File: src/rtl/ptmr_pkg.sv
package ptmr_pkg;
  typedef enum logic [1:0] {
    SEL_CTRL  = 2'd0,
    SEL_COUNT = 2'd1,
    SEL_SCALE = 2'd2
  } ptmr_sel_e;

  localparam int CTRL_RESTART_BIT = 0;
  localparam int CTRL_RUN_BIT     = 1;
  localparam int SCALE_REPEAT_BIT = 0;
endpackage

File: src/rtl/ptmr_regs.sv
module ptmr_regs #(
  parameter int DATA_W = 8,
  parameter int PRE_W  = 6,
  parameter int CNT_W  = 8
) (
  input  logic              clk,
  input  logic              rst_n,
  input  logic              wr_en,
  input  logic [1:0]        wr_sel,
  input  logic [DATA_W-1:0] wr_data,
  output logic              run_en,
  output logic              restart,
  output logic              repeat_mode,
  output logic [PRE_W-1:0]  pre_init,
  output logic [CNT_W-1:0]  cnt_init
);
  import ptmr_pkg::*;

  logic             run_d, rep_d;
  logic [PRE_W-1:0] pre_d;
  logic [CNT_W-1:0] cnt_d;
  logic             wr_ctrl, wr_count, wr_scale;

  assign wr_ctrl  = wr_en && (wr_sel == SEL_CTRL);
  assign wr_count = wr_en && (wr_sel == SEL_COUNT);
  assign wr_scale = wr_en && (wr_sel == SEL_SCALE);
  assign restart  = wr_ctrl && wr_data[CTRL_RESTART_BIT];

  always_comb begin
    run_d = run_en;
    rep_d = repeat_mode;
    pre_d = pre_init;
    cnt_d = cnt_init;
    if (wr_ctrl) run_d = wr_data[CTRL_RUN_BIT];
    if (wr_count) cnt_d = wr_data[CNT_W-1:0];
    if (wr_scale) begin
      pre_d = wr_data[DATA_W-1 -: PRE_W];
      rep_d = wr_data[SCALE_REPEAT_BIT];
    end
  end

  always_ff @(posedge clk or negedge rst_n) begin
    if (!rst_n) begin
      run_en      <= 1'b0;
      repeat_mode <= 1'b0;
      pre_init    <= '0;
      cnt_init    <= '0;
    end else begin
      run_en      <= run_d;
      repeat_mode <= rep_d;
      pre_init    <= pre_d;
      cnt_init    <= cnt_d;
    end
  end
endmodule

File: src/rtl/ptmr_prescale.sv
module ptmr_prescale #(
  parameter int W = 6
) (
  input  logic         clk,
  input  logic         rst_n,
  input  logic         restart,
  input  logic         run,
  input  logic [W-1:0] init,
  output logic         tick
);
  localparam logic [W-1:0] ONE = W'(1);

  logic [W-1:0] cur_q, cur_d;

  // A stored 0 decrements through the wrap, giving the full 2**W range.
  assign tick = run && (cur_q == ONE);

  always_comb begin
    cur_d = cur_q;
    if (restart)   cur_d = init;
    else if (tick) cur_d = init;
    else if (run)  cur_d = cur_q - ONE;
  end

  always_ff @(posedge clk or negedge rst_n) begin
    if (!rst_n) cur_q <= '0;
    else        cur_q <= cur_d;
  end
endmodule

File: src/rtl/ptmr_counter.sv
module ptmr_counter #(
  parameter int W = 8
) (
  input  logic         clk,
  input  logic         rst_n,
  input  logic         restart,
  input  logic         step,
  input  logic         repeat_mode,
  input  logic [W-1:0] init,
  output logic [W-1:0] count,
  output logic         parked,
  output logic         expire
);
  localparam logic [W-1:0] ONE = W'(1);

  logic [W-1:0] cnt_d;
  logic         park_d;

  assign expire = step && (count == ONE);

  always_comb begin
    cnt_d  = count;
    park_d = parked;
    if (restart) begin
      cnt_d  = init;
      park_d = 1'b0;
    end else if (expire) begin
      if (repeat_mode) begin
        cnt_d = init;
      end else begin
        cnt_d  = '0;
        park_d = 1'b1;
      end
    end else if (step) begin
      cnt_d = count - ONE;
    end
  end

  always_ff @(posedge clk or negedge rst_n) begin
    if (!rst_n) begin
      count  <= '0;
      parked <= 1'b1;
    end else begin
      count  <= cnt_d;
      parked <= park_d;
    end
  end
endmodule

File: src/rtl/prescaled_timer.sv
module prescaled_timer #(
  parameter int DATA_W = 8,
  parameter int PRE_W  = 6,
  parameter int CNT_W  = 8
) (
  input  logic              clk,
  input  logic              rst_n,
  input  logic              wr_en,
  input  logic [1:0]        wr_sel,
  input  logic [DATA_W-1:0] wr_data,
  input  logic [1:0]        rd_sel,
  output logic [DATA_W-1:0] rd_data,
  output logic              irq
);
  import ptmr_pkg::*;

  logic             en_q, load_req, rep_q, pre_tick, cnt_done, expire;
  logic [PRE_W-1:0] pre_init;
  logic [CNT_W-1:0] cnt_init, cnt_cur;
  logic             run;

  ptmr_regs #(.DATA_W(DATA_W), .PRE_W(PRE_W), .CNT_W(CNT_W)) u_regs (
    .clk(clk), .rst_n(rst_n), .wr_en(wr_en), .wr_sel(wr_sel),
    .wr_data(wr_data), .run_en(en_q), .restart(load_req),
    .repeat_mode(rep_q), .pre_init(pre_init), .cnt_init(cnt_init)
  );

  assign run = en_q && !cnt_done;

  ptmr_prescale #(.W(PRE_W)) u_pre (
    .clk(clk), .rst_n(rst_n), .restart(load_req), .run(run),
    .init(pre_init), .tick(pre_tick)
  );

  ptmr_counter #(.W(CNT_W)) u_cnt (
    .clk(clk), .rst_n(rst_n), .restart(load_req), .step(pre_tick),
    .repeat_mode(rep_q), .init(cnt_init), .count(cnt_cur),
    .parked(cnt_done), .expire(expire)
  );

  always_ff @(posedge clk or negedge rst_n) begin
    if (!rst_n) irq <= 1'b0;
    else        irq <= expire && !load_req;
  end

  always_comb begin
    rd_data = '0;
    case (rd_sel)
      SEL_CTRL:  rd_data[CTRL_RUN_BIT] = en_q;
      SEL_COUNT: rd_data[CNT_W-1:0] = cnt_cur;
      default:   rd_data = '0;
    endcase
  end
endmodule

File: config.mk
export PLATFORM = sky130hd
export DESIGN_NAME = prescaled_timer
export DESIGN_NICKNAME = d
export VERILOG_FILES = /design/src/rtl/ptmr_pkg.sv /design/src/rtl/ptmr_regs.sv /design/src/rtl/ptmr_prescale.sv /design/src/rtl/ptmr_counter.sv /design/src/rtl/prescaled_timer.sv
export SDC_FILE = /design/constraint.sdc
export NUM_CORES = 1
export LEC_CHECK = 0
export BUFFER_PORTS_ARGS = -buffer_cell sky130_fd_sc_hd__buf_2
export CORE_UTILIZATION = 30
export DETAILED_ROUTE_END_ITERATION = 7
export GPL_TIMING_DRIVEN = 1
export PLACE_DENSITY = 0.58
export SETUP_SLACK_MARGIN = 0.02
export SLEW_MARGIN = 10
export SYNTH_ARGS = -nofsm -noshare
export SYNTH_HDL_FRONTEND = slang
export SYNTH_SLANG_ARGS = --single-unit
File: constraint.sdc
create_clock -name clk -period 5.1 [get_ports clk]
set_input_delay 0.765 -clock clk [delete_from_list [all_inputs] [get_ports clk]]
set_output_delay 0.765 -clock clk [all_outputs]
set_load 0.02 [all_outputs]
==> results of run 1 <==
## per-layer routing
layer,track usage,wire (um)
met1,0.1714,1704
met2,0.2009,1577
met3,0.04706,169
met4,0.02778,27
met5,0,0
## metrics by stage
step                      worst slack [ns]  hold slack, ns
after global placement               2.725          0.4821
final                                2.862          0.4881
after detailed placement             2.711          0.4798
after global routing                 2.770          0.5291
after CTS                            2.841          0.4897
after floorplan                      3.085          0.4507
## worst max-delay path, delay by kind of cell
| kind | cells | cell delay (ns) |
|---|---|---|
| buffers and inverters | 2 | 0.24 |
| and+or+nand+nor | 2 | 0.46 |
## cell type report
type / count / area [sq um]
Sequential cell: 32 / 802.0
Clock buffer: 8 / 90.09
Tap cell: 72 / 90.09
Multi-Input combinational cell: 108 / 865.8
Inverter: 10 / 37.54
Fill cell: 584 / 3540
Timing Repair Buffer: 23 / 115.1
## cells in the mapped netlist, types with 3 or more instances
cell,n,share of area
dfrtp_1,31,0.45
mux2_2,16,0.10
a21oi_1,10,0.029
inv_1,10,0.022
and2_1,8,0.029
mux2i_1,8,0.046
nand2_1,6,0.013
nor2_1,5,0.011
nor4_1,5,0.018
ha_1,4,0.029
nand3_1,4,0.012
nand4_1,4,0.014
nor3_1,4,0.012
o2bb2ai_1,4,0.020
a221o_1,3,0.017
buf_2,3,0.0087
## flip-flops by register name, indices dropped and copies added (netlist names)
name and flops:
u_regs.cnt_init 8, u_pre.cur_q 6, u_cnt.parked 1, u_regs.run_en 1, irq 1, u_cnt.count 8, u_regs.pre_init 6, u_regs.repeat_mode 1
## power by group
part | total, mW | internal (mW) | leakage, nW | switching (mW)
clock | 0.200 | 0.110 | 0.0455 | 0.0900
sequential | 0.420 | 0.326 | 0.384 | 0.0947
combinational | 0.264 | 0.134 | 0.482 | 0.129
## kinds of logic after synthesis
group | synth area share
compound gates | 0.1185
fa+ha+maj | 0.02890
buf+inv | 0.03685
flops | 0.4632
mux | 0.1590
simple gates | 0.1936
## path summary, 6_finish.rpt
| path | startpoint | endpoint | slack [ns] | depth (start not counted) |
|---|---|---|---|---|
| min in group asynchronous | rst_n | u_regs.pre_init[1]$_DFFE_PN0P_ | 0.53 | 1 |
| max in group asynchronous | rst_n | u_regs.cnt_init[2]$_DFFE_PN0P_ | 4.11 | 1 |
| max reg2reg | u_pre.cur_q[0]$_DFFE_PN0P_ | u_pre.cur_q[2]$_DFFE_PN0P_ | 2.97 | 5 |
| min | u_cnt.parked$_DFFE_PN1P_ | u_cnt.parked$_DFFE_PN1P_ | 0.49 | 2 |
| min reg2reg | u_cnt.parked$_DFFE_PN1P_ | u_cnt.parked$_DFFE_PN1P_ | 0.49 | 2 |
| max | rd_sel[0] | rd_data[0] | 2.86 | 4 |
==> out/results.txt, run 1 <==
Status - finished, final reports clean
Layout cells sized above 1 - 0.3094
Netlist cell types - 39
Top_reg_cell synth - dfrtp_1
CP most frequent cell - buf_2
Via count - 1245
Slew of the pin with the lowest slew margin - 0.8186 ns
Max clock buf depth - 2
Residual DRC - 0
Seq/Total Area, Yosys - 0.4632
Synthesis warning total - 0
Fin. Hold Viols - 0
Fmax - 446.9 MHz
Cells after synthesis - 154
Clk slew on worst S/H paths - 0.06 ns
Commonest non-fill, non-tap cell in the layout - dfrtp_1
Starting Density - 0.3126
CTS tree - done
Syn_area_per_cell - 11.24 sq um
CP max stage delay - 0.29 ns
Hold_buf cts - 0
Die area - 6080 sq um
Buffer count from post-CTS setup fixing - 0
Hold Path Class - flop to flop
FP Rows - 27
Final instance area - 2001 sq um
Core Region - 5540 sq um
FF+latch count, synth - 32
Worst-path maximum fanout - 7
Vias in the first global route - 1194
Setup Viol. Count Final - 0
Clk sink count - 32
Post-Route WL - 3478 um
Total Power - 0.8838 mW
DP Area - 1911 sq um
CTS resizes - 0
# placed instances - 245
Worst Skew - 0.004575 ns
PortBufs - 23
Worst setup SP type - input pin
DRT Pass-1 Iters - 4
Worst relative slew slack - 0.4542
Ports - 24
GRT Util Overall - 0.1291
Post-synth EDFFs - 0
Commonest non-fill, non-tap cells in the layout - dfrtp_1, buf_2, mux2_2
Average routed wire per standard cell - 13.75 um
Final core occ - 0.3611
Clock buffer count from CTS - 5
Nets@finish - 199
Diode count - 0
Die H - 77.98 um
Synthesis-to-layout area growth - 15.53%
H-tree depth - 2
Vias per cell - 4.921
Worst setup EP type - output pin
Post-route minimum period - 2.238 ns
Critical Path RT - 4.34 ns
Initial drt markers - 76
GRT overflow - 0
Fraction of registers with async set/reset - 1.000
Period utilization - 0.4388
CP Cell Sequence - buf_2 -> nor2b_1 -> and2_1 -> buf_2
RSZ-0062 raised after global routing - no
Slowest CP cell - nor2b_1
Worst-Skew Late Latency - 0.28 ns
CP Data Arrival Time - 1.47 ns
Largest net degree at the start of global routing - 33
Die W - 77.98 um
Max IR drop VDD - 234.4 uV
Synthesized net count - 173
Slew Viols, Final - 0
GPL Wtd Cong - 0.7043
Initial antenna violation count - 0
Setup TNS - 0 ns
WS Path Type - input pin to output pin
Cell Pwr Density - 441.8 nW/um^2
First-pass GRT wire length - 6030 um
ANT nets after route - 0
LEAKAGE - 0.9116 nW
Post-synthesis cell area - 1732 sq um
Total of max-cap violations - 0
DP HPWL - 2635 um
CTS root buffer - clkbuf_8
Final non-filler cell total - 253
Power figures use the tool's default switching activity.
==> inputs of run 2 (changes only) <==
PLACE_DENSITY = 0.6   (was 0.58)
clock period = 1.8 ns   (was 5.1 ns; I/O delays follow)
==> run 2 against run 1 <==
Net effect:
- highest routed layer unchanged
- routed wire length is 4.6% higher
- largest cell class unchanged
- hold slack worse by 0.44 ns
- clock power grew to 3.0 times the previous value
- critical path depth increased by 2
- core utilization is 2.6 points higher
==> out/results.txt, run 2 (synthesis gave the netlist of run 1 again) <==
Die area - 6080 sq um
GRT Util Overall - 0.1314
Max clock buf depth - 2
Via count - 1335
GPL Wtd Cong - 0.7896
Period utilization - 0.9513
DP HPWL - 2777 um
Initial antenna violation count - 0
FP Rows - 27
Clock buffer count from CTS - 5
Buffer count from post-CTS setup fixing - 0
Fmax - 584.0 MHz
Setup TNS - 0 ns
Worst-path maximum fanout - 8
WS Path Type - flop to flop
First-pass GRT wire length - 6182 um
Post-route minimum period - 1.712 ns
Worst setup EP type - flop
Die H - 77.98 um
Hold_ws - 0.04572 ns
Worst Skew - 0.007167 ns
Layout cells sized above 1 - 0.3756
CP Data Arrival Time - 1.88 ns
GRT overflow - 0
DRT Pass-1 Iters - 5
LEAKAGE - 0.9989 nW
Residual DRC - 0
Status - finished, final reports clean
Critical Path RT - 1.97 ns
Starting Density - 0.3126
Commonest non-fill, non-tap cell in the layout - dfrtp_1
Core Region - 5540 sq um
RSZ-0062 raised after global routing - yes
Diode count - 0
Final instance area - 2143 sq um
Largest regs - u_cnt.count (8), u_regs.cnt_init (8)
Worst-Skew Late Latency - 0.28 ns
Initial drt markers - 66
PortBufs - 23
DP Area - 2031 sq um
Setup Viol. Count Final - 0
Met2 usage - 0.2221
Post-Route WL - 3639 um
Max IR drop VDD - 777.4 uV
Slew of the pin with the lowest slew margin - 0.7239 ns
Fin. Hold Viols - 0
Vias in the first global route - 1334
Global routing's busiest layer - met2
Worst setup SP type - flop
Synthesis-to-layout area growth - 23.77%
Worst relative slew slack - 0.5174
Die W - 77.98 um
Total of max-cap violations - 0
Nets@finish - 215
ANT nets after route - 0
Slew Viols, Final - 0
Hold Path Class - input pin to async pin
Met3 Use GR - 0.03176
Commonest non-fill, non-tap cells in the layout - dfrtp_1, buf_2, mux2_2, buf_4
Clk sink count - 32
Largest net degree at the start of global routing - 33
Average routed wire per standard cell - 13.53 um
CTS root buffer - clkbuf_8
Met1 Use GR - 0.1634
Cell Pwr Density - 1268 nW/um^2
CTS tree - done
Vias per cell - 4.963
Clk slew on worst S/H paths - 0.07 ns
H-tree depth - 2
Ports - 24
==> run 2: report_power, final <==
part | internal, mW | leakage, nW | switching, mW
Combinational | 0.516 | 0.564 | 0.464
Sequential | 0.923 | 0.384 | 0.215
Clock | 0.349 | 0.0515 | 0.253
Total | 1.79 | 0.999 | 0.931
==> run 2: through the flow <==
| step | utilization | std cells | total power [mW] | setup slack [ns] |
|---|---|---|---|---|
| 2_1_floorplan | - | 154 | 1.739 | 0.04248 |
| 3_3_place_gp | 0.3665 | 261 | 2.113 | 0.1279 |
| 3_5_place_dp | 0.3665 | 261 | 2.128 | 0.09854 |
| 4_1_cts | 0.3846 | 269 | 2.738 | 0.08367 |
| 5_1_grt | 0.3869 | 269 | 2.904 | 0.003088 |
| 6_report | 0.3869 | 269 | 2.719 | 0.08762 |
==> run 2: layout make-up <==
cell class / instances / area (sq um)
Tap cell: 72 / 90.09
Timing Repair Buffer: 39 / 235.2
Fill cell: 572 / 3397
Clock buffer: 8 / 100.1
Inverter: 10 / 37.54
Sequential cell: 32 / 802.0
Multi-Input combinational cell: 108 / 878.3
==> run 2: routing by layer <==
metal	up-vias	wire, um
met5	-	0
met3	4	158
li1	659	-
met1	638	1720
met4	0	33
met2	34	1726
==> run 2: critical path, cell delays in order, from the launching register on <==
cell and delay [ns]:
dfrtp_1 0.43, ha_1 0.25, nor3b_2 0.16, buf_4 0.15, nand2_1 0.14, o21ai_4 0.12
a221o_1 0.36
==> run 2: path summary, 6_finish.rpt <==
check | from | end | slack, ns | cells after the start
min in group clk | wr_data[7] | u_regs.cnt_init[7]$_DFFE_PN0P_ | 0.23 | 2
hold reg to reg | u_cnt.parked$_DFFE_PN1P_ | u_cnt.parked$_DFFE_PN1P_ | 0.49 | 2
hold / removal | rst_n | u_regs.pre_init[5]$_DFFE_PN0P_ | 0.05 | 1
max in group asynchronous | rst_n | u_regs.cnt_init[3]$_DFFE_PN0P_ | 1.29 | 1
setup / recovery | u_cnt.count[0]$_DFFE_PN0P_ | u_cnt.count[5]$_DFFE_PN0P_ | 0.09 | 6
setup reg to reg | u_cnt.count[0]$_DFFE_PN0P_ | u_cnt.count[5]$_DFFE_PN0P_ | 0.09 | 6
==> run 2: timing repair <==
action,4_1_cts,5_1_grt
hold buffers,0,0
endpoints found under the setup margin,0,13
hold endpoints to repair,0,0
resized for setup,0,2
==> inputs of run 3 (changes only) <==
CORE_UTILIZATION = 34   (was 30)
PLACE_DENSITY = 0.65   (was 0.6)
==> run 3 against run 2 <==
Net effect:
- combinational power hardly changed
- flip-flop and latch count stayed put
- non-clock buffer count is 1 lower
- first-iteration DRC count is 26% higher
- worst setup slack worse by 0.023 ns
- critical endpoint unchanged
- core utilization is 6.4 points higher
- routed wire length is 0.36% higher
- global-route usage is 2.0 points higher
- sequential power hardly changed
- cell count is 2.2% lower
- register-to-register slack worse by 0.02 ns
==> out/results.txt, run 3 (synthesis gave the netlist of run 1 again) <==
Commonest non-fill, non-tap cell in the layout - dfrtp_1
Final core occ - 0.4509
Post-route minimum period - 1.736 ns
Max clock buf depth - 2
CTS tree - done
ANT nets after route - 0
Initial drt markers - 83
Fmax - 576.1 MHz
Worst relative slew slack - 0.5351
Residual DRC - 0
Period utilization - 0.9644
Nets@finish - 214
Average routed wire per standard cell - 13.89 um
CP max stage delay - 0.43 ns
Fin. Hold Viols - 0
GRT Util Overall - 0.1513
GPL Wtd Cong - 0.8311
Clk slew on worst S/H paths - 0.07 ns
Critical Path RT - 1.98 ns
Layout cells sized above 1 - 0.3878
Crit path max-delay family - compound AO/OA/AOI/OAI gates
Status - finished, final reports clean
Vias in the first global route - 1232
FP Rows - 25
Worst Skew - 0.009772 ns
Cell Pwr Density - 1322 nW/um^2
CTS root buffer - clkbuf_8
Diode count - 0
CP Data Arrival Time - 1.91 ns
Hold_buf cts - 0
DP HPWL - 2656 um
Vias per cell - 5.015
Post-Route WL - 3652 um
Ports - 24
Synthesis-to-layout area growth - 25.43%
Clk sink count - 32
Hold_ws - 0.02504 ns
Via count - 1319
Buffer count from post-CTS setup fixing - 0
Die W - 73.37 um
Starting Density - 0.3595
Worst setup SP type - flop
Clock buffer count from CTS - 5
Initial antenna violation count - 0
Core Region - 4817 sq um
GRT overflow - 0
Max IR drop VDD - 597.7 uV
Slowest CP cell - dfrtp_1
Hold Path Class - input pin to async pin
First-pass GRT wire length - 5947 um
Largest regs - u_cnt.count (8), u_regs.cnt_init (8)
Worst-path maximum fanout - 8
Critical path buffer and inverter count - 1
Die H - 73.37 um
Worst-Skew Late Latency - 0.29 ns
DRT Pass-1 Iters - 4
Slew of the pin with the lowest slew margin - 0.6974 ns
Total of max-cap violations - 0
Commonest non-fill, non-tap cells in the layout - dfrtp_1, buf_2, mux2_2
WS Path Type - flop to flop
Die area - 5382 sq um
Largest net degree at the start of global routing - 33
Worst setup EP type - flop
Setup Viol. Count Final - 0
LEAKAGE - 1.010 nW
CP Cell Sequence - ha_1 -> nor3b_2 -> buf_4 -> nand2_1 -> o21ai_4 -> a221o_1
H-tree depth - 2
PortBufs - 23
Slew Viols, Final - 0
==> run 3: final cells by class <==
type                       instances  area (sq um)
clock buffer                       7         96.34
clock inverter                     1         30.03
fill                             478          2645
inverter                          10         37.54
multi-input combinational        108         894.6
sequential                        32         802.0
tap                               67         83.83
timing repair buffer              38         227.7
==> run 3: timing repair <==
action / CTS / global route
hold endpoints to repair: 0 / 0
endpoints found under the setup margin: 0 / 10
gates resized for setup: 0 / 5
==> run 3: per-layer routing <==
metal,track usage,wire length (um),vias up
met1,0.1965,1702,633
met4,0.05769,57,0
li1,-,-,655
met3,0.03704,140,6
met2,0.2438,1752,25
met5,0,0,-
==> run 3: final timing paths <==
kind,startpoint,slack [ns],endpoint,cells past startpoint
worst min-delay path,rst_n,0.03,u_pre.cur_q[3]$_DFFE_PN0P_,1
worst max-delay path,u_cnt.count[0]$_DFFE_PN0P_,0.06,u_cnt.count[5]$_DFFE_PN0P_,6
min in group clk,wr_data[7],0.22,u_regs.cnt_init[7]$_DFFE_PN0P_,2
max in group asynchronous,rst_n,1.32,u_regs.cnt_init[1]$_DFFE_PN0P_,1
worst min register to register,u_regs.cnt_init[4]$_DFFE_PN0P_,0.49,u_cnt.count[4]$_DFFE_PN0P_,1
worst max register to register,u_cnt.count[0]$_DFFE_PN0P_,0.06,u_cnt.count[5]$_DFFE_PN0P_,6
==> run 3: power by group <==
group | leakage (nW) | internal, mW | switching, mW
combinational | 0.562 | 0.507 | 0.474
clock | 0.0645 | 0.488 | 0.266
sequential | 0.384 | 0.922 | 0.215
total | 1.01 | 1.92 | 0.954
==> run 3: worst reg2reg max path, cell delays in order (launching register included) <==
cell     delay [ns]
dfrtp_1        0.43
ha_1           0.25
nor3b_2        0.17
buf_4          0.15
nand2_1        0.15
o21ai_4        0.12
a221o_1        0.35
==> run 3: per-stage QoR <==
stage	setup WS (ns)	TNS [ns]	cells	power (mW)	cell area (sq um)
2_1_floorplan	0.04248	0	154	1.739	1732
3_5_place_dp	0.08907	0	255	2.110	2017
6_report	0.06414	0	263	2.872	2172
4_1_cts	0.07465	0	263	2.874	2143
3_3_place_gp	0.1244	0	255	2.088	2017
5_1_grt	-0.03667	-0.03783	263	3.066	2172
